--- src/rtl/fdc_rate_pkg.sv ---
package fdc_rate_pkg;
    typedef enum logic {ST_AWAKE = 1'b0, ST_DOZE = 1'b1} pwr_state_t;
    typedef enum logic {ST_IDLE = 1'b0, ST_PULSE = 1'b1} rst_state_t;

    localparam int RATE_W = 2;
    localparam int PC_W   = 3;
    localparam logic [RATE_W-1:0] RATE_250K = 2'b10;
    localparam logic [RATE_W-1:0] RATE_1M   = 2'b11;
    localparam logic [PC_W-1:0]   PC_DEFAULT = 3'b000;
    localparam logic [PC_W-1:0]   PC_OFF     = 3'b111;
endpackage

--- src/rtl/fdc_rate_regs.sv ---
module fdc_rate_regs
    import fdc_rate_pkg::*;
(
    input  logic              clk,
    input  logic              rst_n,
    input  logic              wr_en,
    input  logic [RATE_W-1:0] wr_rate,
    input  logic [PC_W-1:0]   wr_pc,
    input  logic              ccr_wr_en,
    input  logic [RATE_W-1:0] ccr_rate,
    output logic [RATE_W-1:0] rate_q,
    output logic [PC_W-1:0]   pc_q
);
    always_ff @(posedge clk or negedge rst_n) begin
        if (!rst_n) begin
            rate_q <= RATE_250K;
            pc_q   <= PC_DEFAULT;
        end else begin
            if (ccr_wr_en)  rate_q <= ccr_rate;
            else if (wr_en) rate_q <= wr_rate;
            if (wr_en)      pc_q   <= wr_pc;
        end
    end


    ccr_wins_chk: assert property (@(posedge clk) disable iff (!rst_n)
        ccr_wr_en |=> (rate_q == $past(ccr_rate)));


    pc_hold_chk: assert property (@(posedge clk) disable iff (!rst_n)
        !wr_en |=> $stable(pc_q));
endmodule

--- src/rtl/fdc_rst_pulse.sv ---
module fdc_rst_pulse
    import fdc_rate_pkg::*;
(
    input  logic clk,
    input  logic rst_n,
    input  logic fire,
    output logic pulse
);
    rst_state_t state_q, state_d;

    always_ff @(posedge clk or negedge rst_n) begin
        if (!rst_n) state_q <= ST_IDLE;
        else        state_q <= state_d;
    end

    always_comb begin
        state_d = state_q;
        unique case (state_q)
            ST_IDLE:  if (fire) state_d = ST_PULSE;
            ST_PULSE: state_d = fire ? ST_PULSE : ST_IDLE;
            default:  state_d = ST_IDLE;
        endcase
    end

    always_comb pulse = (state_q == ST_PULSE);


    pulse_follows_chk: assert property (@(posedge clk) disable iff (!rst_n)
        fire |=> pulse);


    pulse_single_chk: assert property (@(posedge clk) disable iff (!rst_n)
        (pulse && !fire) |=> !pulse);
endmodule

--- src/rtl/fdc_power_fsm.sv ---
module fdc_power_fsm
    import fdc_rate_pkg::*;
(
    input  logic clk,
    input  logic rst_n,
    input  logic enter,
    input  logic wake,
    output logic low_power
);
    pwr_state_t state_q, state_d;

    always_ff @(posedge clk or negedge rst_n) begin
        if (!rst_n) state_q <= ST_AWAKE;
        else        state_q <= state_d;
    end

    always_comb begin
        state_d = state_q;
        unique case (state_q)
            ST_AWAKE: if (enter && !wake) state_d = ST_DOZE;
            ST_DOZE:  if (wake)           state_d = ST_AWAKE;
            default:  state_d = ST_AWAKE;
        endcase
    end

    always_comb low_power = (state_q == ST_DOZE);


    wake_clears_chk: assert property (@(posedge clk) disable iff (!rst_n)
        wake |=> !low_power);


    doze_holds_chk: assert property (@(posedge clk) disable iff (!rst_n)
        (low_power && !wake) |=> low_power);


    doze_enters_chk: assert property (@(posedge clk) disable iff (!rst_n)
        (enter && !wake) |=> low_power);
endmodule

--- src/rtl/fdc_precomp.sv ---
module fdc_precomp
    import fdc_rate_pkg::*;
#(
    parameter int TRACK_W   = 8,
    parameter int STEP_W    = 3,
    parameter int DEF_SLOW  = 3,
    parameter int DEF_FAST  = 1
) (
    input  logic [RATE_W-1:0]  rate,
    input  logic [PC_W-1:0]    pc_code,
    input  logic [TRACK_W-1:0] track,
    input  logic [TRACK_W-1:0] start_track,
    output logic [STEP_W-1:0]  steps,
    output logic               enable
);
    localparam logic [STEP_W-1:0] SLOW_STEPS = STEP_W'(DEF_SLOW);
    localparam logic [STEP_W-1:0] FAST_STEPS = STEP_W'(DEF_FAST);

    always_comb begin
        if (pc_code == PC_DEFAULT)
            steps = (rate == RATE_1M) ? FAST_STEPS : SLOW_STEPS;
        else if (pc_code == PC_OFF)
            steps = '0;
        else
            steps = STEP_W'(pc_code);
    end

    always_comb enable = (track >= start_track) && (steps != '0);


    steps_range_chk: assert final (steps <= STEP_W'(6));
endmodule

--- src/rtl/fdc_rate_ctrl.sv ---
module fdc_rate_ctrl
    import fdc_rate_pkg::*;
#(
    parameter int TRACK_W  = 8,
    parameter int STEP_W   = 3,
    parameter int DEF_SLOW = 3,
    parameter int DEF_FAST = 1
) (
    input  logic               clk,
    input  logic               rst_n,
    input  logic               wr_en,
    input  logic [7:0]         wr_data,
    input  logic               ccr_wr_en,
    input  logic [1:0]         ccr_rate,
    input  logic               data_rd,
    input  logic               status_rd,
    input  logic               sw_rst_in,
    input  logic [TRACK_W-1:0] track,
    input  logic [TRACK_W-1:0] start_track,
    output logic [1:0]         rate_code,
    output logic [STEP_W-1:0]  precomp_steps,
    output logic               precomp_en,
    output logic               low_power,
    output logic               sw_rst_pulse
);
    localparam int BIT_SLEEP = 6;
    localparam int BIT_SRST  = 7;

    logic [PC_W-1:0] pc_code;
    logic            wake;
    logic            unused_rsvd;

    assign unused_rsvd = wr_data[5];
    assign wake = data_rd | status_rd | sw_rst_in | sw_rst_pulse;

    fdc_rate_regs u_regs (
        .clk       (clk),
        .rst_n     (rst_n),
        .wr_en     (wr_en),
        .wr_rate   (wr_data[1:0]),
        .wr_pc     (wr_data[4:2]),
        .ccr_wr_en (ccr_wr_en),
        .ccr_rate  (ccr_rate),
        .rate_q    (rate_code),
        .pc_q      (pc_code)
    );

    fdc_rst_pulse u_rst (
        .clk   (clk),
        .rst_n (rst_n),
        .fire  (wr_en & wr_data[BIT_SRST]),
        .pulse (sw_rst_pulse)
    );

    fdc_power_fsm u_pwr (
        .clk       (clk),
        .rst_n     (rst_n),
        .enter     (wr_en & wr_data[BIT_SLEEP]),
        .wake      (wake),
        .low_power (low_power)
    );

    fdc_precomp #(
        .TRACK_W  (TRACK_W),
        .STEP_W   (STEP_W),
        .DEF_SLOW (DEF_SLOW),
        .DEF_FAST (DEF_FAST)
    ) u_pc (
        .rate        (rate_code),
        .pc_code     (pc_code),
        .track       (track),
        .start_track (start_track),
        .steps       (precomp_steps),
        .enable      (precomp_en)
    );


    en_needs_delay_chk: assert property (@(posedge clk) disable iff (!rst_n)
        precomp_en |-> (precomp_steps != '0));


    swrst_keeps_rate_chk: assert property (@(posedge clk) disable iff (!rst_n)
        (!wr_en && !ccr_wr_en) |=> $stable(rate_code));
endmodule

--- config.mk ---
export PLATFORM = sky130hd
export DESIGN_NAME = fdc_rate_ctrl
export DESIGN_NICKNAME = d
export VERILOG_FILES = /design/src/rtl/fdc_rate_pkg.sv /design/src/rtl/fdc_rate_regs.sv /design/src/rtl/fdc_rst_pulse.sv /design/src/rtl/fdc_power_fsm.sv /design/src/rtl/fdc_precomp.sv /design/src/rtl/fdc_rate_ctrl.sv
export SDC_FILE = /design/constraint.sdc
export NUM_CORES = 1
export LEC_CHECK = 0
export ABC_AREA = 1
export ABC_CLOCK_PERIOD_IN_PS = 2600
export BUFFER_PORTS_ARGS = -buffer_cell sky130_fd_sc_hd__buf_2
export CAP_MARGIN = 25
export CELL_PAD_IN_SITES_DETAIL_PLACEMENT = 1
export CELL_PAD_IN_SITES_GLOBAL_PLACEMENT = 1
export CORE_MARGIN = 2
export CORE_UTILIZATION = 27
export DETAILED_ROUTE_END_ITERATION = 16
export PLACE_DENSITY = 0.82
export SLEW_MARGIN = 5
export SYNTH_ARGS = -nofsm -noshare
export SYNTH_HDL_FRONTEND = slang
export SYNTH_SLANG_ARGS = --single-unit
--- constraint.sdc ---
create_clock -name clk -period 2.6 [get_ports clk]
set_input_delay 0.26 -clock clk [delete_from_list [all_inputs] [get_ports clk]]
set_output_delay 0.26 -clock clk [all_outputs]
set_load 0.01 [all_outputs]
==> results.ini, run 1 <==
[status]
status = finished clean

[global_route]
grtUsageTotal_pct = 13.8
antenna_found_initial = 0
grt_pass1_vias = 675
grt_pass1_wl_um = 2570
grt_max_degree = 12
grt_overflow = 0

[timing]
slew_headroom_pct = 87.0
hold_ws_ns = 0.211
post-route-min-period_ns = 1.52
setup_viol_count_final = 0
setup_ws_ns = 1.08
fin_crit_sh_pct = 58.6
hold_viol = 0
slew_violations = 0
fin_tns_setup_ns = 0
tightestPinTransition_ns = 0.194
fmax_mhz = 656
finClkSkew_ns = 0.0000681
rsz0062_at_grt = false

[final_layout]
drive_above_1_share_pct = 39.0
n_fill_cell = 280
fin_util_pct = 41.8
final_nets = 160
seqCellArea_um2 = 176
area_growth_pct = 46.6
stdcell_area_um2 = 811
fin_cells = 145
multi_input_area_um2 = 294
antenna_cells = 0

[power_and_ir_drop]
finalPower_mw = 0.323
leakage_nw = 0.501
powerDensity_nw_per_um2 = 398
ir_drop_mv = 0.184

[critical_path]
endpoint_kind = output port
cp_common_cell = buf_2
cp_slowest_stage_delay_ns = 0.30
crit_path_cell_trace = buf_2 > ha_1 > a21o_2 > nor2_1 > nand3_1 > nand2_1 > inv_1 > buf_2
cp_max_fo = 2
crit_arrival_ns = 1.26
path_class = in -> out
critPathLaunchType = input port
required_ns = 2.34
crit_slowest_cell = ha_1

[job]
maxCapViolations = 0

[placement]
pre_cts_ws_ns = 1.07
io_buffers = 39
dp_hpwl_um = 1300
globalplace.congestion = 0.684
dp_cells = 140
place_area_um2 = 774

[die]
die_y_um = 49.3
start_util_pct = 28.5
io_pins = 41
die_w_um = 49.3
die_area_um2 = 2430
rows = 16
design.core.area_um2 = 1940

[synth]
synth_cell_types = 19
synth_largest_area_cell = dfrtp_1
yosys_register_bits = 7
netlist_instances = 75
syn_area_per_cell_um2 = 7.37
syn-cell-area_um2 = 553
yosys_warnings = 0
synth_top_area_share_pct = 27.1
syn_nets = 116
synth_area_leaders = dfrtp_1, ha_1, inv_1
ys_seq_area_share_pct = 31.9

[clock_network]
clk_latency_ns = 0.25
clk_pin_slew_worst_paths_ns = 0.06
clock-root-buffer = clkbuf_4
clock_tree.buffer_depth = 2
cts_made_buffers = 3
post_cts_resized = 0
cts.htree.levels = 1
cts_sinks = 7
cts_tree = done

[route]
routedWlPerCell_um = 10.0
drtIter0Drc = 1
drtPass1Iterations = 2
viasPerCell = 4.49
finalWirelength_um = 1450
ant_nets = 0
drc = 0
vias = 651

[hold_path]
hold_path_class = in -> reg

==> cells in the mapped netlist <==
cell / n
inv_1: 20
nand2_1: 14
ha_1: 8
dfrtp_1: 6
a21oi_1: 5
o21ai_0: 4
nor2_1: 3
o22ai_1: 3
nand3_1: 2
a21o_2: 1
a31oi_1: 1
buf_4: 1
dfstp_2: 1
nand4_1: 1
nor2_2: 1
nor3_1: 1
nor3_2: 1
nor3b_1: 1
or2_1: 1
==> per-layer routing <==
metal,wire (µm),up-vias,GRT usage (%),share of wire (%)
li1,-,326,-,-
met1,559,294,13.3,38
met2,778,31,26.4,54
met3,115,0,3.68,7.9
met4,0,0,7.14,0
met5,0,-,0,0
==> path summary, 6_finish.rpt <==
| check | start | to | slack [ns] | cells after the start |
|---|---|---|---|---|
| worst max register to register | u_regs.rate_q[1] | u_regs.rate_q[1] | 1.77 | 2 |
| min in group asynchronous | rst_n | u_pwr.low_power | 0.37 | 2 |
| max in group asynchronous | rst_n | u_regs.rate_q[1] | 2.00 | 2 |
| worst min register to register | u_rst.pulse | u_pwr.low_power | 0.45 | 1 |
| worst min-delay path | wr_data[7] | u_rst.pulse | 0.21 | 3 |
| worst max-delay path | track[7] | precomp_en | 1.08 | 8 |
==> cells by family (layout without fill, tap and decap cells) <==
family	count (synthesis)	count (layout)	share of synthesized area, %
simple gates	25	25	20.8
buf+inv	21	64	14.9
compound gates	14	14	14.3
fa+ha+maj	8	8	18.1
flops	7	7	31.9
==> layout by cell type (no fill, tap or decap), types with 2 or more instances in the layout <==
cell type / instances
o22ai_1: 3
a21oi_1: 5
nand2_1: 14
clkbuf_4: 3
buf_2: 39
inv_1: 20
o21ai_0: 4
ha_1: 8
nand3_1: 2
dfrtp_1: 6
nor2_1: 3
==> final cells by class <==
class / count / share of cell area, %
flip-flops and latches: 7 / 21.8
clock buffers: 4 / 3.24
inverters: 20 / 9.26
multi-input cells: 47 / 36.3
repair buffers: 40 / 25.3
well taps: 27 / 4.17
==> registers in the layout, indices dropped and copies added (netlist names) <==
register,cells
u_regs.rate_q,2
u_regs.pc_q,3
u_pwr.low_power,1
u_rst.pulse,1
==> worst max-delay path, delay by kind of cell <==
kind | cells | cell delay [ns]
adders and majority gates | 1 | 0.30
buffers and inverters | 3 | 0.25
and+or+nand+nor | 3 | 0.24
AOI/OAI and AO/OA | 1 | 0.21
==> power breakdown <==
group | internal (mW) | switching [mW] | leakage (nW) | total, mW
registers | 0.118 | 0.00503 | 0.0849 | 0.123
clock network | 0.0586 | 0.0407 | 0.0150 | 0.0994
logic | 0.0483 | 0.0519 | 0.401 | 0.100
==> what timing repair did <==
item / 4_1_cts / 5_1_grt
hold buffers: 1 / 0
buffers inserted: 0 / 0
endpoints found under the hold margin: 6 / 0
No activity file was read; power rests on OpenSTA's default activity.
==> run 2, diff against run 1 <==
- ABC_CLOCK_PERIOD_IN_PS: 2600 -> 1200
- CORE_UTILIZATION: 27 -> 23
- PLACE_DENSITY: 0.82 -> 0.74
- clock period: 2.6 -> 1.2 ns (I/O delays scaled with it)
==> run 2 against run 1 <==
Against the previous run:
- the flow now finishes with violations (negative setup slack)
- final cell count is 2.1% higher
- clock-buffer cell count stayed put
- critical path depth is 4 lower
- worst hold slack worse by 0.16 ns
- worst setup slack worse by 1.2 ns
- die area is 16% higher
- combinational power is 140% higher
- register-to-register slack worse by 1.4 ns
- critical path type is now reg -> out
==> results.ini, run 2 (synthesis gave the netlist of run 1 again) <==
[status]
status = finished with violations
violations = negative setup slack

[route]
finalWirelength_um = 1580
drtIter0Drc = 9
ant_nets = 0
routedWlPerCell_um = 10.7
vias = 664
drtPass1Iterations = 3
drc = 0
viasPerCell = 4.49

[clock_network]
clk_latency_ns = 0.25
cts_tree = done
cts_made_buffers = 3
clock-root-buffer = clkbuf_4
cts_sinks = 7
clock_tree.buffer_depth = 2
clk_pin_slew_worst_paths_ns = 0.05
cts.htree.levels = 1

[final_layout]
largest_reg_flops = 3
layout_common_cells = buf_2, inv_1, nand2_1, ha_1, dfrtp_1
largest-register = u_regs.pc_q
final_nets = 162
drive_above_1_share_pct = 43.3
stdcell_area_um2 = 845
layout_commonest_cell = buf_2
n_fill_cell = 309
largestRegisters = u_regs.pc_q x3, u_regs.rate_q x2
antenna_cells = 0
area_growth_pct = 52.7

[job]
maxCapViolations = 0

[timing]
finClkSkew_ns = 0.0000173
tightestPinTransition_ns = 0.181
fin_tns_setup_ns = -0.200
hold_ws_ns = 0.0557
fmax_mhz = 780
setup_viol_count_final = 3
fin_crit_sh_pct = 107
rsz0062_at_grt = true
post-route-min-period_ns = 1.28
setup_ws_ns = -0.0823
slew_headroom_pct = 87.9
hold_viol = 0
slew_violations = 0

[hold_path]
hold_path_class = in -> reg

[die]
design.core.area_um2 = 2230
die_y_um = 53.0
start_util_pct = 24.8
die_w_um = 53.0
io_pins = 41
die_area_um2 = 2810
rows = 17

[placement]
pre_cts_ws_ns = -0.0600
place_area_um2 = 776
globalplace.congestion = 0.658
dp_hpwl_um = 1310
io_buffers = 39

[power_and_ir_drop]
p_sw_share_pct = 31.0
clockPowerShare_pct = 29.8
p_int_mw = 0.503
finalPower_mw = 0.728
seq_power_share_pct = 37.0
p_comb_share_pct = 33.2
leakage_nw = 0.516
p_sw_mw = 0.225
powerDensity_nw_per_um2 = 862
ir_drop_mv = 0.440

[critical_path]
required_ns = 1.08
cp_max_fo = 4
path_class = reg -> out
crit_arrival_ns = 1.16
r2r_slack_ns = 0.34
endpoint_kind = output port
critPathLaunchType = flop

[global_route]
grt_pass1_vias = 725
gr-usage-met2_pct = 26.9
antenna_found_initial = 0
grtUsageMet3_pct = 3.11
gr-max-usage-layer = met2
met1_usage_pct = 11.1
grtUsageTotal_pct = 13.0
grt_max_degree = 12
grt_pass1_wl_um = 2660
grt_overflow = 0

[run 2: layer usage]
metal | part of all wire [%] | up-vias
li1 | - | 330
met1 | 37 | 302
met2 | 54 | 32
met3 | 9.4 | 0
met4 | 0 | 0
met5 | 0 | -
[run 2: final cells by class]
type,instances,area [µm²],area share (%)
timing repair buffer,42,226,26.8
clock buffer,4,26.3,3.11
inverter,20,75.1,8.89
sequential,7,176,20.9
multi-input combinational,47,305,36.1
tap,28,35.0,4.15
[run 2: final timing paths]
kind,from,endpoint,cells after the start
max in group asynchronous,rst_n,u_regs.rate_q[1],2
min in group asynchronous,rst_n,u_pwr.low_power,2
worst max-delay path,u_regs.pc_q[0],precomp_steps[1],4
worst min register to register,u_rst.pulse,u_pwr.low_power,1
worst min-delay path,wr_data[7],u_rst.pulse,3
worst max register to register,u_regs.rate_q[1],u_regs.rate_q[1],2
[run 2: critical path, stage by stage, from the launching register on]
cell and delay, ns:
dfrtp_1 0.39, inv_2 0.11, nand3_2 0.09, o22ai_1 0.17
buf_2 0.15
[run 2: power groups by stage]
stage	Clock, mW	Sequential, mW	Combinational (mW)
2_1_floorplan	0	0.273	0.114
3_3_place_gp	0	0.270	0.210
3_5_place_dp	0	0.271	0.220
4_1_cts	0.227	0.269	0.238
5_1_grt	0.249	0.271	0.277
6_report	0.217	0.269	0.242
[run 2: what timing repair did]
| action | CTS | global route |
|---|---|---|
| hold endpoints to repair | 7 | 0 |
| hold buffers | 1 | 0 |
| pin swaps | 3 | 3 |
| cloned | 0 | 0 |
| endpoints found under the setup margin | 3 | 4 |
| resized for setup | 4 | 2 |
| buffers inserted | 2 | 0 |
[run 2: stage by stage]
stage               std cells  util, %
finish                    148     37.8
global route              148     37.8
CTS                       148     37.3
detailed placement        141     34.7
global placement          141     34.7
floorplan                  75        -
